[config.mk]
export PLATFORM = sky130hd
export DESIGN_NAME = vram_bank_mapper
export DESIGN_NICKNAME = d
export VERILOG_FILES = /design/src/rtl/mapper_pkg.sv /design/src/rtl/bank_regs.sv /design/src/rtl/addr_decode.sv /design/src/rtl/plane_strobe.sv /design/src/rtl/vram_bank_mapper.sv
export SDC_FILE = /design/constraint.sdc
export NUM_CORES = 1
export LEC_CHECK = 0
export BUFFER_PORTS_ARGS = -buffer_cell sky130_fd_sc_hd__buf_2
export CORE_ASPECT_RATIO = 1.4
export CORE_MARGIN = 2
export CORE_UTILIZATION = 42
export CTS_BUF_LIST = sky130_fd_sc_hd__clkbuf_16
export DETAILED_ROUTE_END_ITERATION = 6
export HOLD_SLACK_MARGIN = 0.08
export PLACE_DENSITY = 0.88
export SLEW_MARGIN = 40
export SYNTH_ARGS = -nofsm -noshare
export SYNTH_HDL_FRONTEND = slang
export SYNTH_SLANG_ARGS = --single-unit
[constraint.sdc]
create_clock -name clk -period 1.4 [get_ports clk]
set_clock_uncertainty 0.1 [all_clocks]
set_input_delay 0.14 -clock clk [delete_from_list [all_inputs] [get_ports clk]]
set_output_delay 0.14 -clock clk [all_outputs]
set_load 0.1 [all_outputs]
[src/rtl/mapper_pkg.sv]
package mapper_pkg;

  typedef enum logic [2:0] {
    TGT_NONE,
    TGT_ROM,
    TGT_BOOT,
    TGT_RAM,
    TGT_VIDEO
  } target_e;

  localparam int LOWRAM_BIT = 5;
  localparam int VIDEO_BIT  = 4;

endpackage

[src/rtl/bank_regs.sv]
module bank_regs #(
  parameter int IO_W = 8,
  parameter int DATA_W = 8,
  parameter logic [IO_W-1:0] PORT_BANK = 'h10,
  parameter logic [IO_W-1:0] PORT_BOOT = 'h11,
  parameter logic [DATA_W-1:0] BANK_RST = 'h0F
) (
  input  logic              clk,
  input  logic              rst,
  input  logic [IO_W-1:0]   io_port,
  input  logic [DATA_W-1:0] io_wdata,
  input  logic              io_wr,
  input  logic              io_rd,
  output logic [DATA_W-1:0] io_rdata,
  output logic [DATA_W-1:0] bank_q,
  output logic              boot_q
);

  logic              hit_bank;
  logic              hit_boot;
  logic [DATA_W-1:0] rd_mux;

  assign hit_bank = (io_port == PORT_BANK);
  assign hit_boot = (io_port == PORT_BOOT);

  always_comb begin
    rd_mux = '0;
    if (hit_bank)      rd_mux = bank_q;
    else if (hit_boot) rd_mux = {{(DATA_W-1){1'b0}}, boot_q};
  end

  always_ff @(posedge clk) begin
    if (rst) begin
      bank_q   <= BANK_RST;
      boot_q   <= 1'b0;
      io_rdata <= '0;
    end else begin
      if (io_wr && hit_bank) bank_q <= io_wdata;
      if (io_wr && hit_boot) boot_q <= io_wdata[0];
      io_rdata <= io_rd ? rd_mux : '0;
    end
  end

  AST_RESET_BOOTS_ROM: assert property (@(posedge clk)
    rst |=> (bank_q[mapper_pkg::LOWRAM_BIT] == 1'b0 &&
             bank_q[mapper_pkg::VIDEO_BIT] == 1'b0 && !boot_q));

  AST_BANK_HOLDS: assert property (@(posedge clk) disable iff (rst)
    !(io_wr && hit_bank) |=> $stable(bank_q));

  AST_BANK_READBACK: assert property (@(posedge clk) disable iff (rst)
    (io_rd && hit_bank) |=> io_rdata == $past(bank_q));

endmodule

[src/rtl/addr_decode.sv]
module addr_decode
  import mapper_pkg::*;
#(
  parameter int ADDR_W = 16,
  parameter logic [3:0] BOOT_TAG = 4'h6
) (
  input  logic [ADDR_W-1:0] addr,
  input  logic              low_ram,
  input  logic              mid_video,
  input  logic              boot_on,
  output target_e           tgt
);

  localparam int TAG_LSB = ADDR_W - 4;

  always_comb begin
    tgt = TGT_RAM;
    if (!addr[ADDR_W-1]) begin
      if (boot_on && addr[ADDR_W-1:TAG_LSB] == BOOT_TAG) tgt = TGT_BOOT;
      else if (low_ram)                                  tgt = TGT_RAM;
      else                                               tgt = TGT_ROM;
    end else if (!addr[ADDR_W-2]) begin
      tgt = mid_video ? TGT_VIDEO : TGT_RAM;
    end
  end

endmodule

[src/rtl/plane_strobe.sv]
module plane_strobe #(
  parameter int NPLANES = 4
) (
  input  logic               clk,
  input  logic               rst,
  input  logic               en,
  input  logic               is_wr,
  input  logic [NPLANES-1:0] sel_n,
  output logic [NPLANES-1:0] cs,
  output logic [NPLANES-1:0] we
);

  logic [NPLANES-1:0] sel;
  logic [NPLANES:0]   seen;

  assign seen[0] = 1'b0;

  for (genvar i = 0; i < NPLANES; i++) begin : g_plane
    assign sel[i]    = en & ~sel_n[i];
    assign seen[i+1] = seen[i] | sel[i];
    assign cs[i]     = is_wr ? sel[i] : (sel[i] & ~seen[i]);
    assign we[i]     = is_wr & sel[i];
  end

  AST_READ_SINGLE_PLANE: assert property (@(posedge clk) disable iff (rst)
    !is_wr |-> $onehot0(cs));

  AST_WRITE_REACHES_ALL: assert property (@(posedge clk) disable iff (rst)
    (en && is_wr) |-> we == ~sel_n);

endmodule

[src/rtl/vram_bank_mapper.sv]
module vram_bank_mapper
  import mapper_pkg::*;
#(
  parameter int ADDR_W = 16,
  parameter int DATA_W = 8,
  parameter int IO_W = 8,
  parameter int NPLANES = 4,
  parameter logic [IO_W-1:0] PORT_BANK = 'h10,
  parameter logic [IO_W-1:0] PORT_BOOT = 'h11,
  parameter logic [3:0] BOOT_TAG = 4'h6
) (
  input  logic               clk,
  input  logic               rst,
  input  logic [IO_W-1:0]    io_port,
  input  logic [DATA_W-1:0]  io_wdata,
  input  logic               io_wr,
  input  logic               io_rd,
  output logic [DATA_W-1:0]  io_rdata,
  input  logic [ADDR_W-1:0]  mem_addr,
  input  logic               mem_rd,
  input  logic               mem_wr,
  output logic               rom_cs,
  output logic               bootrom_cs,
  output logic               ram_cs,
  output logic               ram_we,
  output logic [NPLANES-1:0] plane_cs,
  output logic [NPLANES-1:0] plane_we,
  output logic [ADDR_W-1:0]  ram_addr,
  output logic [ADDR_W-2:0]  rom_addr,
  output logic [ADDR_W-5:0]  bootrom_addr,
  output logic [ADDR_W-3:0]  plane_addr
);

  localparam logic [DATA_W-1:0] BANK_RST = DATA_W'((1 << NPLANES) - 1);

  logic [DATA_W-1:0]  bank_q;
  logic               boot_q;
  target_e            tgt;
  logic               req;
  logic               rd_only;
  logic [NPLANES-1:0] pcs_d;
  logic [NPLANES-1:0] pwe_d;

  assign req     = mem_rd | mem_wr;
  assign rd_only = mem_rd & ~mem_wr;

  bank_regs #(
    .IO_W(IO_W), .DATA_W(DATA_W),
    .PORT_BANK(PORT_BANK), .PORT_BOOT(PORT_BOOT), .BANK_RST(BANK_RST)
  ) u_regs (
    .clk(clk), .rst(rst), .io_port(io_port), .io_wdata(io_wdata),
    .io_wr(io_wr), .io_rd(io_rd), .io_rdata(io_rdata),
    .bank_q(bank_q), .boot_q(boot_q)
  );

  addr_decode #(.ADDR_W(ADDR_W), .BOOT_TAG(BOOT_TAG)) u_dec (
    .addr(mem_addr), .low_ram(bank_q[LOWRAM_BIT]),
    .mid_video(bank_q[VIDEO_BIT]), .boot_on(boot_q), .tgt(tgt)
  );

  plane_strobe #(.NPLANES(NPLANES)) u_planes (
    .clk(clk), .rst(rst), .en(req && tgt == TGT_VIDEO), .is_wr(mem_wr),
    .sel_n(bank_q[NPLANES-1:0]), .cs(pcs_d), .we(pwe_d)
  );

  always_ff @(posedge clk) begin
    if (rst) begin
      rom_cs       <= 1'b0;
      bootrom_cs   <= 1'b0;
      ram_cs       <= 1'b0;
      ram_we       <= 1'b0;
      plane_cs     <= '0;
      plane_we     <= '0;
      ram_addr     <= '0;
      rom_addr     <= '0;
      bootrom_addr <= '0;
      plane_addr   <= '0;
    end else begin
      rom_cs       <= rd_only && tgt == TGT_ROM;
      bootrom_cs   <= rd_only && tgt == TGT_BOOT;
      ram_cs       <= req && tgt == TGT_RAM;
      ram_we       <= mem_wr && tgt == TGT_RAM;
      plane_cs     <= pcs_d;
      plane_we     <= pwe_d;
      ram_addr     <= mem_addr;
      rom_addr     <= mem_addr[ADDR_W-2:0];
      bootrom_addr <= mem_addr[ADDR_W-5:0];
      plane_addr   <= mem_addr[ADDR_W-3:0];
    end
  end

  AST_ONE_DESTINATION: assert property (@(posedge clk) disable iff (rst)
    $onehot0({rom_cs, bootrom_cs, ram_cs, |plane_cs}));

  AST_ROM_NO_WRITE: assert property (@(posedge clk) disable iff (rst)
    (rom_cs || bootrom_cs) |-> (!ram_we && plane_we == '0));

  AST_TOP_WINDOW_RAM: assert property (@(posedge clk) disable iff (rst)
    (req && mem_addr[ADDR_W-1:ADDR_W-2] == 2'b11) |=> ram_cs);

  AST_PLANES_IDLE_IN_RAM_MODE: assert property (@(posedge clk) disable iff (rst)
    (req && mem_addr[ADDR_W-1:ADDR_W-2] == 2'b10 && !bank_q[VIDEO_BIT])
      |=> (plane_cs == '0 && ram_cs));

  AST_WE_WITHIN_CS: assert property (@(posedge clk) disable iff (rst)
    (plane_we & ~plane_cs) == '0);

  AST_IDLE_QUIET: assert property (@(posedge clk) disable iff (rst)
    !req |=> (!rom_cs && !bootrom_cs && !ram_cs && !ram_we &&
              plane_cs == '0 && plane_we == '0));

endmodule

; ---- Word level (Yosys, flattened, before mapping)
; Index checks and enable logic that the tools add are counted.
[totals]
reg_bits = 86
output_inout_bits = 77
[classes]
eq_ne = 7
n_mux = 10
bitwise = 24
n_reduce_logical = 9
[op_table]
columns = cell, n
row1 = equality test 8 x 5 -> 1 bit (second input constant), 2
row2 = AND 1 bit, 12
row3 = 2-to-1 mux 3 bit, 4
row4 = inverter 1 bit, 9
row5 = logical AND 1 bit, 8
row6 = 2-to-1 mux 8 bit, 1
row7 = equality test 3 x 2 -> 1 bit (second input constant), 2
row8 = equality test 4 x 3 -> 1 bit (second input constant), 1
row9 = 2-to-1 mux 1 bit, 4
row10 = equality test 3 x 1 -> 1 bit (second input constant), 1
row11 = equality test 3 bit (second input constant), 1
row12 = bitwise OR 1 bit, 3
row13 = 2-to-1 mux 2 bit, 1
row14 = OR reduction 2 bit, 1

; ---- Longest topological paths before layout
; Gate-level depths: netlist (run 1).
[depth]
ltp_word = 12
depth_mapped = 4
depth_no_buf = 3

; ---- Modules after synthesis
; From an unflattened synthesis (run 1), not the netlist that was laid out.
[unflattened]
hier_cells = 185
area_unflattened_um2 = 1921.8
[modules_own_cells]
columns = module, instances, cells_per_inst, area_per_inst_um2
row1 = vram_bank_mapper, 1, 105, 1137.3
row2 = bank_regs, 1, 62, 668.1
row3 = plane_strobe, 1, 12, 72.6
row4 = addr_decode, 1, 6, 43.8

; ---- Least setup slack after synthesis (run 1)
; Ideal clock, no wire load.
[synth_path]
path_type = reg2out
start = register ram_addr[0] (netlist name)
end = output plane_addr[0]
arrival_time_ps = 1392
required_time_ps = 1160
setup_slack_ps = -232
stages_incl_launch_ff = 2
n_path_buf = 1
cell_sequence = dfxtp_1 -> buf_4
[synth_lines]
columns = element, line
row1 = end: declaration, vram_bank_mapper.sv:31  ; output logic [ADDR_W-3:0] plane_addr

; ---- Final worst setup path (run 1)
[layout_path]
start = register ram_addr[6]
end = output ram_addr[6]
[layout_lines]
columns = element, line
row1 = start: declaration, vram_bank_mapper.sv:28  ; output logic [ADDR_W-1:0] ram_addr,
row2 = start signal: assignment, vram_bank_mapper.sv:85  ; ram_addr <= mem_addr;
; No word-level cell between the ends.

==> run metrics, run 1 <==
critical path class reg2out; register bit count reported by yosys 45; HP Start io_port[5]; first-pass GRT wire length 5664 microns; outcome completed; Sw Share 36.43%; Data arrival, critical path 1.06 ns; Worst Max-Slew Pin Slew 0.5048 ns; Comb power frac 27.8%; Post-Syn Instances 175; # setup viols final 0; WP buf/inv 1; gr ovfl total 0; max-slew violation count 0; drc violations 0; max cap viols 0; worst relative slew slack 66.58%; Clock Tree Buf Depth 2; CTS Hold Bufs 27; GPL Wtd Cong 0.7012; worst hold-check path type in2reg; Peak Freq 770.3 MHz; syn avg cell area 10.27 sq um; DRT iter0 DRCs 21; I/O Buffers 114; setup bufs post-CTS 0; CP cell instances buf_2; Final period util 92.73%; slowest CP cell buf_2; n_diodes 0; clock slew seen by the registers of the worst setup and hold paths 0.06 ns; Vias 1,497; commonest cells in the netlist 45 x dfxtp_1, 41 x buf_4, 16 x nor2b_1, 14 x nor2_1; Most used DFF post-synth dfxtp_1; Mapped Area 0.001797 sq mm; final WL 3873 microns; WL/cell 11.81 microns; reg2reg setup slack 0.14 ns; antenna-violating nets left 0; die width 59.28 microns; core area 0.004169 sq mm; Die H 81.39 microns; net switching power 1.230 mW; Async SR Flop Fraction 0%; syn nets 213; min Tclk post-route 1.298 ns; number of flops mapped to enable cells by yosys 0; GRT Total Usage 15.82%; I/O pins 115; Clock Latency Late Sink 0.28 ns; CTS sink cnt 45; Sequential Power Share 39.5%; largest net degree at the start of global routing 23; end of the worst hold path u_regs.io_rdata[0]$_SDFF_PP0_; Root Buffer clkbuf_16; sequential fraction of the synthesis area 50.14%; startpoint types flip-flop; post-synthesis to final-layout area growth 43.38%; CP delay by family, top buffers and inverters; final-report hold violation count 0; layout cell share with drive strength beyond 1 51.59%; slowest stage delay, CP 0.43 ns; Pint 2.145 mW; cell with the most instances after synthesis dfxtp_1; post-layout net count 320; vias in the first global route 1,341; TritonCTS Buffers 5; CTS tree built; hpwl dp 2861 microns; RSZ-0062 raised after global routing no; DR pass1 iterations 4; Crit. End Element output pin; post-synth top area cell dfxtp_1; antenna violations before repair 0; CP max FO 4; DP Area 0.002156 sq mm; distinct cell type count after synthesis 27; final instance area 0.002576 sq mm; Worst R2R Path Depth 4; Critical R2R Launch u_regs.bank_q[4]$_SDFFE_PP0P_; Fillers 359; row cnt 28; clock share of power 32.7%; top post-synthesis cells by area dfxtp_1 50%, buf_4 17%, mux2i_1 5.6%; H-tree depth 2; Worst EP required 1.16 ns; Warnings, synthesis 0; post-synth top area share 50.14%; post-route setup TNS 0 ns; worst hold path cell count 3; PwrDens 1310 mW/mm^2; vias per cell 4.564; reg2reg end ram_we$_SDFF_PP0_; die footprint 0.004824 sq mm; Peak VDD IR 0.7070 mV; Pleak 1.281 nW; starting density of the core 43.10%
[per-layer routing]
metal / up-vias / global-route usage [%] / routed length (microns) / share of wire [%]
li1: 749 / - / - / -
met1: 671 / 15.23 / 1392 / 36
met2: 73 / 30.11 / 2185 / 56
met3: 4 / 3.822 / 249 / 6.4
met4: 0 / 7.727 / 46 / 1.2
met5: - / 0 / 0 / 0
[state kept, by name, summed over array words and instances, names as in the netlist]
register and flops:
ram_we 1, rom_cs 1, ram_cs 1, ram_addr 16
plane_cs 4, bootrom_cs 1, plane_we 4, u_regs.boot_q 1
u_regs.bank_q 8, u_regs.io_rdata 8
[kinds of logic (layout without fill, tap and decap cells)]
kind of cell / after synthesis / after routing / synth area share [%]
multiplexers: 10 / 10 / 5.571
flip-flops: 45 / 45 / 50.14
buffers and inverters: 47 / 155 / 18.45
AO/OA/AOI/OAI: 6 / 6 / 2.089
AND/OR/NAND/NOR: 67 / 67 / 23.75
[per-stage QoR]
stage	power [mW]	utilization (%)	hold WS (ns)	instances	setup WS, ns
CTS	3.397	61.67	0.07333	328	0.04135
detailed placement	2.240	51.71	0.2515	293	-0.1082
finish	3.375	61.79	0.07596	328	0.1018
floorplan	2.173	-	0.1185	175	0.1171
global placement	2.235	51.71	0.2493	293	-0.09358
global route	3.485	61.79	0.07588	328	0.05068
[placed cells by master (no fill, tap or decap), types with 2 or more instances in the layout]
cell type	netlist	final
and4b_1	2	2
buf_2	1	114
nor4b_1	2	2
nor2_1	14	14
mux2i_1	10	10
clkbuf_16	0	5
a21oi_1	2	2
nor3_1	4	4
dlygate4sd3_1	0	27
dfxtp_2	0	15
dfxtp_1	45	30
clkinvlp_4	0	2
and2_1	8	8
nand2b_1	10	10
nand2_1	2	2
buf_4	41	6
nor2b_1	16	16
[worst max path at each step]
stage / start / depth (start not counted) / slack, ns / end
after floorplan: ram_addr[0]$_SDFF_PP0_ / 1 / 0.12 / plane_addr[0]
after global placement: io_port[7] / 4 / -0.09 / u_regs.io_rdata[3]$_SDFF_PP0_
after detailed placement: rst / 4 / -0.11 / u_regs.io_rdata[7]$_SDFF_PP0_
after CTS: u_regs.bank_q[4]$_SDFFE_PP0P_ / 4 / 0.04 / ram_we$_SDFF_PP0_
after global routing: u_regs.bank_q[4]$_SDFFE_PP0P_ / 4 / 0.05 / plane_we[2]$_SDFF_PP0_
final: ram_addr[6]$_SDFF_PP0_ / 1 / 0.10 / ram_addr[6]
[worst min-delay path: cells and delay by family]
kind / cells / cell delay (ns)
AND/OR/NAND/NOR: 2 / 0.18
buffers and inverters: 1 / 0.09
[what timing repair did]
item / CTS / global route
setup endpoints to repair: 2 / 7
pin swaps: 0 / 0
resized for setup: 1 / 2
endpoints found under the hold margin: 28 / 1
[power groups by stage]
| stage | Sequential [mW] | Combinational [mW] | Clock [mW] |
|---|---|---|---|
| floorplan | 1.57 | 0.605 | 0 |
| global placement | 1.36 | 0.876 | 0 |
| detailed placement | 1.36 | 0.880 | 0 |
| CTS | 1.33 | 0.939 | 1.13 |
| global route | 1.34 | 0.970 | 1.18 |
| finish | 1.33 | 0.939 | 1.10 |
[cell type report]
| class | count | area (sq um) | area share [%] |
|---|---|---|---|
| sequential | 45 | 919.6 | 35.70 |
| timing repair buffer | 147 | 885.9 | 34.39 |
| multi-input combinational | 83 | 570.5 | 22.15 |
| clock buffer | 5 | 125.1 | 4.857 |
| tap | 45 | 56.30 | 2.186 |
| clock inverter | 3 | 18.77 | 0.7285 |
Power figures use the tool's default switching activity.
==> run 2, diff against run 1 <==
CORE_UTILIZATION = 45   (was 42)
PLACE_DENSITY = 0.93   (was 0.88)
clock period = 1.6 ns   (was 1.4 ns; I/O delays follow)
==> run 2 against run 1 <==
  * Critical path depth grew 3
  * Non-clock buffer count shrank 1
  * Combinational power shrank 12%
  * Critical endpoint is now plane_cs[1]$_SDFF_PP0_
  * Highest routed layer unchanged
==> run metrics, run 2 (synthesized netlist as in run 1, its figures left out) <==
n_diodes 0; Peak Freq 686.6 MHz; reg2reg end plane_cs[1]$_SDFF_PP0_; Finished Layout Cells 325; row cnt 27; reg2reg setup slack 0.14 ns; TritonCTS Buffers 5; starting density of the core 46.25%; antenna violations before repair 0; I/O Buffers 114; RSZ-0062 raised after global routing no; CTS sink cnt 45; hpwl dp 3014 microns; Reg with most FFs ram_addr; worst relative slew slack 60.00%; core area 0.003885 sq mm; final-report hold violation count 0; post-synthesis to final-layout area growth 43.18%; WL/cell 12.52 microns; Clock Latency Late Sink 0.28 ns; I/O pins 115; DRT iter0 DRCs 14; max reg flops 16; most frequent cells in the layout 114 x buf_2, 30 x dfxtp_1, 27 x dlygate4sd3_1; Crit. End Element flip-flop; Critical R2R Launch u_regs.bank_q[4]$_SDFFE_PP0P_; Worst EP required 1.69 ns; DR pass1 iterations 4; setup bufs post-CTS 0; first-pass GRT wire length 6299 microns; clock slew seen by the registers of the worst setup and hold paths 0.06 ns; Final period util 91.03%; largest net degree at the start of global routing 25; Worst R2R Path Depth 4; antenna-violating nets left 0; Pleak 1.278 nW; critical path class reg2reg; Worst Max-Slew Pin Slew 0.5937 ns; outcome completed; PwrDens 1163 mW/mm^2; post-route setup TNS 0 ns; die width 57.41 microns; Vias 1,508; drc violations 0; die footprint 0.004522 sq mm; Crit. Startpoint u_regs.bank_q[4]$_SDFFE_PP0P_; Post-Place Cells 290; H-tree depth 2; final WL 4070 microns; Die H 78.77 microns; worst hold path cell count 3; Worst Setup EP plane_cs[1]$_SDFF_PP0_; top flop regs ram_addr: 16 flops, u_regs.bank_q: 8 flops, u_regs.io_rdata: 8 flops; gr ovfl total 0; worst hold-check path type in2reg; GPL Wtd Cong 0.7478; vias in the first global route 1,459; Peak VDD IR 0.9468 mV; vias per cell 4.640; # setup viols final 0; layout cell share with drive strength beyond 1 51.77%; max-slew violation count 0; min Tclk post-route 1.457 ns; Root Buffer clkbuf_16; Data arrival, critical path 1.55 ns; commonest non-fill, non-tap cell in the layout buf_2; CP max FO 5; CTS tree built; max cap viols 0; Clock Tree Buf Depth 2; GRT Total Usage 18.09%; post-layout net count 319; startpoint types flip-flop
run 2: changes by cell type in the layout (fill, tap and decap cells not counted), sizes merged:
cell	change
buf	-1
clkinv	+1
clkinvlp	-1
run 2: final cells by class:
class / count / area, sq um
fill: 317 / 1313
timing repair buffer: 146 / 878.3
sequential: 45 / 919.6
tap: 43 / 53.80
clock inverter: 3 / 25.02
multi-input combinational: 83 / 570.5
clock buffer: 5 / 125.1
run 2: metal layers:
layer	share of wire, %	vias to the layer above	track usage (%)
met1	34	686	16.14
met5	0	-	0
met4	1.4	0	9.767
met2	58	74	36.70
met3	6.6	6	2.606
li1	-	742	-
run 2: worst min path at each step:
stage	from	end	slack (ns)
4_1_cts	io_wr	u_regs.boot_q$_SDFFE_PP0P_	0.10
2_1_floorplan	io_port[1]	u_regs.io_rdata[0]$_SDFF_PP0_	0.14
3_5_place_dp	mem_addr[11]	ram_addr[11]$_SDFF_PP0_	0.27
6_report	io_port[6]	u_regs.io_rdata[0]$_SDFF_PP0_	0.10
3_3_place_gp	mem_addr[6]	ram_addr[6]$_SDFF_PP0_	0.27
5_1_grt	io_port[5]	u_regs.io_rdata[0]$_SDFF_PP0_	0.1
run 2: where the power goes:
part	total (mW)	leakage [nW]	switching, mW	internal, mW
registers	1.17	0.371	0.0158	1.15
clock network	1.00	0.0704	0.417	0.585
logic	0.824	0.836	0.667	0.157
run 2: what timing repair did:
action / 4_1_cts / 5_1_grt
hold buffers: 27 / 0
hold endpoints to repair: 28 / 0
setup endpoints to repair: 0 / 2
resized for setup: 0 / 1
run 2: worst max-delay path, cell delays in order (launching register included):
cell and delay, ns:
dfxtp_1 0.38, nor4bb_2 0.29, buf_4 0.15, o21ai_0 0.21
nor3_1 0.24
run 2: per-stage QoR:
step / setup slack, ns / util, % / hold WS, ns / power [mW] / instance area [sq um]
after floorplan: 0.2971 / - / 0.1385 / 1.901 / 1815
after global placement: 0.1143 / 55.23 / 0.2679 / 1.957 / 2146
after detailed placement: 0.05422 / 55.23 / 0.2729 / 1.964 / 2146
after CTS: 0.1103 / 66.05 / 0.1024 / 3.020 / 2566
after global routing: 0.07139 / 66.22 / 0.09998 / 3.094 / 2572
final: 0.1435 / 66.22 / 0.1032 / 2.992 / 2572
